===== config.mk =====
export PLATFORM = sky130hd
export DESIGN_NAME = irq_accept_ctrl
export DESIGN_NICKNAME = d
export VERILOG_FILES = /design/src/rtl/iac_pkg.sv /design/src/rtl/iac_arbiter.sv /design/src/rtl/iac_save_stack.sv /design/src/rtl/iac_offer.sv /design/src/rtl/irq_accept_ctrl.sv
export SDC_FILE = /design/constraint.sdc
export NUM_CORES = 1
export LEC_CHECK = 0
export BUFFER_PORTS_ARGS = -buffer_cell sky130_fd_sc_hd__buf_2
export CORE_ASPECT_RATIO = 0.5
export CORE_MARGIN = 1.5
export CORE_UTILIZATION = 45
export DETAILED_ROUTE_END_ITERATION = 10
export PLACE_DENSITY = 0.68
export SETUP_SLACK_MARGIN = 0.3
export SLEW_MARGIN = 30
export SYNTH_ARGS = -nofsm -noshare
export SYNTH_HDL_FRONTEND = slang
export SYNTH_SLANG_ARGS = --single-unit
export TNS_END_PERCENT = 10

===== constraint.sdc =====
create_clock -name clk -period 2.88 [get_ports clk]
set_input_delay 0.288 -clock clk [delete_from_list [all_inputs] [get_ports clk]]
set_output_delay 0.288 -clock clk [all_outputs]
set_load 0.03 [all_outputs]

===== src/rtl/iac_pkg.sv =====
package iac_pkg;
  localparam int LVL_W = 2;
  typedef logic [LVL_W-1:0] lvl_t;
  localparam lvl_t LVL_OFF = 2'd3;
  localparam int NUM_ACTIVE_LVL = 3;
endpackage


===== src/rtl/iac_arbiter.sv =====
module iac_arbiter
  import iac_pkg::*;
#(
  parameter int NUM_SRC = 8,
  parameter int IDX_W   = 3
) (
  input  logic [NUM_SRC-1:0]       req,
  input  logic [NUM_SRC*LVL_W-1:0] lvl_flat,
  output logic                     found,
  output logic [IDX_W-1:0]         win_idx,
  output lvl_t                     win_lvl,
  output logic                     any_live
);
  lvl_t               src_lvl [NUM_SRC];
  logic [NUM_SRC-1:0] live;

  for (genvar s = 0; s < NUM_SRC; s++) begin : g_src
    assign src_lvl[s] = lvl_flat[s*LVL_W +: LVL_W];
    assign live[s]    = req[s] && (lvl_flat[s*LVL_W +: LVL_W] != LVL_OFF);
  end

  assign any_live = |live;

  // Most urgent level first, lowest index inside a level.
  always_comb begin
    found   = 1'b0;
    win_idx = '0;
    win_lvl = LVL_OFF;
    for (int l = 0; l < NUM_ACTIVE_LVL; l++) begin
      for (int s = 0; s < NUM_SRC; s++) begin
        if (!found && live[s] && src_lvl[s] == lvl_t'(l)) begin
          found   = 1'b1;
          win_idx = IDX_W'(s);
          win_lvl = lvl_t'(l);
        end
      end
    end
  end
endmodule


===== src/rtl/iac_save_stack.sv =====
module iac_save_stack
  import iac_pkg::*;
#(
  parameter int DEPTH = 4
) (
  input  logic clk,
  input  logic rst_n,
  input  logic push,
  input  logic pop,
  input  lvl_t push_data,
  output lvl_t top,
  output logic empty,
  output logic ovf
);
  localparam int CNT_W = $clog2(DEPTH + 1);

  lvl_t             mem [DEPTH];
  logic [CNT_W-1:0] cnt;
  logic             full;

  assign empty = (cnt == '0);
  assign full  = (cnt == CNT_W'(DEPTH));
  assign top   = empty ? LVL_OFF : mem[cnt - 1'b1];

  always_ff @(posedge clk) begin
    if (!rst_n) begin
      cnt <= '0;
      ovf <= 1'b0;
    end else if (push && pop && !empty) begin
      mem[cnt - 1'b1] <= push_data;
    end else if (pop && !empty) begin
      cnt <= cnt - 1'b1;
    end else if (push) begin
      if (full) begin
        ovf <= 1'b1;
      end else begin
        mem[cnt] <= push_data;
        cnt      <= cnt + 1'b1;
      end
    end
  end
endmodule


===== src/rtl/iac_offer.sv =====
module iac_offer
  import iac_pkg::*;
#(
  parameter int IDX_W = 3
) (
  input  logic             clk,
  input  logic             rst_n,
  input  logic             load,
  input  logic [IDX_W-1:0] load_vec,
  input  lvl_t             load_lvl,
  input  logic             take,
  output logic             valid,
  output logic [IDX_W-1:0] vec,
  output lvl_t             lvl
);
  always_ff @(posedge clk) begin
    if (!rst_n) begin
      valid <= 1'b0;
      vec   <= '0;
      lvl   <= LVL_OFF;
    end else if (take) begin
      valid <= 1'b0;
    end else if (load) begin
      valid <= 1'b1;
      vec   <= load_vec;
      lvl   <= load_lvl;
    end
  end
endmodule


===== src/rtl/irq_accept_ctrl.sv =====
module irq_accept_ctrl
  import iac_pkg::*;
#(
  parameter int NUM_SRC     = 8,
  parameter int STACK_DEPTH = 4,
  localparam int IDX_W      = (NUM_SRC > 1) ? $clog2(NUM_SRC) : 1
) (
  input  logic                     clk,
  input  logic                     rst_n,
  input  logic [NUM_SRC-1:0]       irq_req,
  input  logic [NUM_SRC*LVL_W-1:0] irq_lvl,
  input  logic                     int_en,
  input  logic                     ret_strobe,
  output logic                     ent_valid,
  input  logic                     ent_ready,
  output logic [IDX_W-1:0]         ent_vec,
  output logic [LVL_W-1:0]         ent_lvl,
  output logic [LVL_W-1:0]         cur_lvl,
  output logic                     wake,
  output logic                     nest_ovf
);
  logic             found;
  logic [IDX_W-1:0] win_idx;
  lvl_t             win_lvl;
  lvl_t             stk_top;
  logic             stk_empty;
  logic             take, ret_eff, load;
  lvl_t             cur_q;

  iac_arbiter #(.NUM_SRC(NUM_SRC), .IDX_W(IDX_W)) u_arb (
    .req(irq_req), .lvl_flat(irq_lvl), .found(found),
    .win_idx(win_idx), .win_lvl(win_lvl), .any_live(wake)
  );

  assign take    = ent_valid && ent_ready;
  assign ret_eff = ret_strobe && !stk_empty;
  assign load    = !ent_valid && found && int_en && (win_lvl < cur_q);

  iac_offer #(.IDX_W(IDX_W)) u_offer (
    .clk(clk), .rst_n(rst_n), .load(load), .load_vec(win_idx),
    .load_lvl(win_lvl), .take(take), .valid(ent_valid),
    .vec(ent_vec), .lvl(ent_lvl)
  );

  // Same-cycle return and entry: the restored level is what gets saved.
  iac_save_stack #(.DEPTH(STACK_DEPTH)) u_stk (
    .clk(clk), .rst_n(rst_n), .push(take), .pop(ret_eff),
    .push_data(ret_eff ? stk_top : cur_q), .top(stk_top),
    .empty(stk_empty), .ovf(nest_ovf)
  );

  always_ff @(posedge clk) begin
    if (!rst_n)       cur_q <= LVL_OFF;
    else if (take)    cur_q <= ent_lvl;
    else if (ret_eff) cur_q <= stk_top;
  end

  assign cur_lvl = cur_q;
endmodule


==> run summary <==
Total grt overflow - 0
CTS Buffer Depth - 2
Worst skew pair latency - 260 ps
Fin Setup TNS - 0 ps
Fill count - 336
Post-CTS Setup Inserts - 0
P_sw - 0.535 mW
Dpl hpwl - 3440 microns
Die X - 91.3 microns
Fmax - 0.441 GHz
N_diodes - 0
Final setup violation count - 0
Hold Buf Count CTS - 0
Core Util, Final - 56.9%
Area Overhead vs Synth - 16.2%
Initial Utilization - 48.9%
Hold slack - 326 ps
Inserted Clock Buffers - 3
Status - finished clean
Final hold viol count - 0
Top Layer Used - met4
Synth Area per Inst - 8.52 sq um
GRT Total Usage - 20.6%
Most used DFF post-synth - dfxtp_1
Synth Instances - 206
Int Power - 0.720 mW
Layout Skew - 7.91 ps
Setup WS pre-CTS - 357 ps
Register area - 480 sq um
Leak - 0.861 nW
Largest net degree at the start of global routing - 14
Worst slew pin tran - 573 ps
Worst setup path class - input port to flop
Drt wl/cell - 14.3 microns
Setup crit end kind - flop
Min setup slack post-route - 610 ps
Synth top area share - 13.7%
First-pass GRT wire length - 6890 microns
Comb power frac - 51.2%
Nets@finish - 277
Slew headroom - 60.8%
Final cell count without fillers - 294
Routed vias/inst - 5.92
Met3 WL - 164 microns
Yosys reg bits - 20
Die Y - 47.2 microns
Post-Syn Nets - 239
Routed wl met2 - 1950 microns
Placed inst area - 1990 sq um
Worst r2r dst - cur_lvl[1]
Cell Pwr Density - 616 nW/um^2
Worst path cell trace - buf_2 > and3b_1 > a221o_1 > or2_1 > nor2_1 > ha_1 > inv_1 > a311oi_4 > nand2b_1 > o31a_1
Synth area leader - dfxtp_1
Multi-input gate area - 1210 sq um
Unique masters post-synth - 61
Post_cts resized - 0
Via Count - 1740
CTS root buffer - clkbuf_8
Remaining DRCs - 0
Row count - 15
Inst Count DP - 290
Share of cells above drive strength 1 - 24.7%
Max-Cap Viols - 0
Hold WC Path Type - input port to flop
Sequential share of power - 33.9%
Routed Antenna Nets - 0
Critical Path Max Stage Delay - 350 ps
Clock transition at path regs - 70 ps
Crit-path slowest cell - a221o_1
Commonest non-fill, non-tap cell in the layout - buf_2
WL final - 4200 microns
Ports - 39
FFs w/ async S/R, synth - 0%
Critical path startpoint category - input port
Synth area leaders - dfxtp_1 14%, edfxtp_1 14%, nand3b_1 4.7%
Hold Startpoint - rst_n
Final Instance Area - 2040 sq um
Fin crit share - 78.8%
Register area share after synthesis - 27.4%
Final count of pins violating max slew - 0
Crit path DAT - 2410 ps
RSZ-0062 raised after global routing - no
Maximum vdd drop - 0.222 mV
R2r startpoint - u_stk.cnt[0]
Met1 WL - 2020 microns
Clock sinks - 20
CTS tree - built
Worst hold path cell count - 2
Final Critical Period - 2270 ps
Clk pwr share - 14.9%
DR iter-0 viols - 47
Crit path required time - 3020 ps
Worst-case reg-to-reg path depth - 7
Initial antenna violation count - 0
Worst hold endpoint - u_offer.lvl[1]
Die ar. - 4300 sq um
H-tree depth - 1
Most frequent cells in the layout - 38 x buf_2, 20 x nand2_1, 15 x o21ai_0
Cell Area, Synth - 1750 sq um
R2R setup slack - 630 ps
Switch share - 42.6%
Vias in the first global route - 1565
Worst-path fanout max - 6
GPL Wtd Cong - 0.947
IO Port Bufs - 38
Yosys warns - 0
Post-synth EDFFs - 8
Pre-antenna DRT Iters - 4
Core area - 3580 sq um
Total power - 1.26 mW
[kinds of logic (layout without fill, tap and decap cells)]
kind of cell / after synthesis / count (layout) / synth area share [%]
simple gates: 93 / 93 / 33.0
compound gates: 65 / 65 / 28.2
flops: 20 / 20 / 27.4
buf+inv: 18 / 55 / 3.85
fa+ha+maj: 4 / 4 / 2.85
mux: 4 / 4 / 3.78
xor+xnor: 2 / 2 / 0.999
[worst max path at each step]
stage / start / endpoint / cells after the start
finish: irq_lvl[7] / u_offer.vec[0] / 10
global route: u_stk.cnt[0] / cur_lvl[1] / 7
CTS: u_stk.cnt[0] / cur_lvl[0] / 7
detailed placement: irq_lvl[9] / u_offer.vec[0] / 10
global placement: irq_lvl[9] / u_offer.vec[0] / 10
floorplan: irq_lvl[9] / u_offer.vec[0] / 9
[layer usage]
| layer | track usage [%] | vias up |
|---|---|---|
| met5 | 0 | - |
| met4 | 8.13 | 0 |
| met3 | 3.24 | 8 |
| met2 | 39.0 | 37 |
| met1 | 25.0 | 823 |
| li1 | - | 872 |
[power by group through the flow]
stage	clock (mW)	sequential, mW	combinational [mW]
3_3_place_gp	0	0.432	0.627
5_1_grt	0.202	0.433	0.717
3_5_place_dp	0	0.433	0.639
4_1_cts	0.191	0.426	0.642
6_report	0.187	0.426	0.643
2_1_floorplan	0	0.453	0.456
[final cells by class]
| cell class | instances | share of cell area (%) |
|---|---|---|
| Sequential cell | 20 | 23.6 |
| Tap cell | 51 | 3.13 |
| Inverter | 12 | 2.21 |
| Clock buffer | 4 | 2.21 |
| Timing Repair Buffer | 39 | 9.70 |
| Multi-Input combinational cell | 168 | 59.2 |
[critical path, delay by kind of cell]
kind	cells	cell delay (ps)
simple gates	4	880
compound gates	3	710
fa+ha+maj	1	280
buf+inv	2	250
[state kept, by name (all words and copies together), names as in the netlist]
register	flops
cur_lvl	2
u_offer.lvl	2
u_offer.valid	1
u_offer.vec	3
u_stk.cnt	3
u_stk.mem	8
u_stk.ovf	1
[synth_stat cells (3+ instances only)]
cell / instances
nand2_1: 20
o21ai_0: 15
dfxtp_1: 12
inv_1: 12
nor2_1: 12
nand3b_1: 11
edfxtp_1: 8
nand3_1: 8
a21boi_0: 6
a21oi_1: 6
clkbuf_1: 6
and3b_1: 5
a2111o_1: 4
a31oi_1: 4
ha_1: 4
nor3_1: 4
nor3b_1: 4
a221oi_1: 3
nand2b_1: 3
nand4_1: 3
nor2b_1: 3
nor4_1: 3
Note: power is estimated with default switching activity, not from simulation.
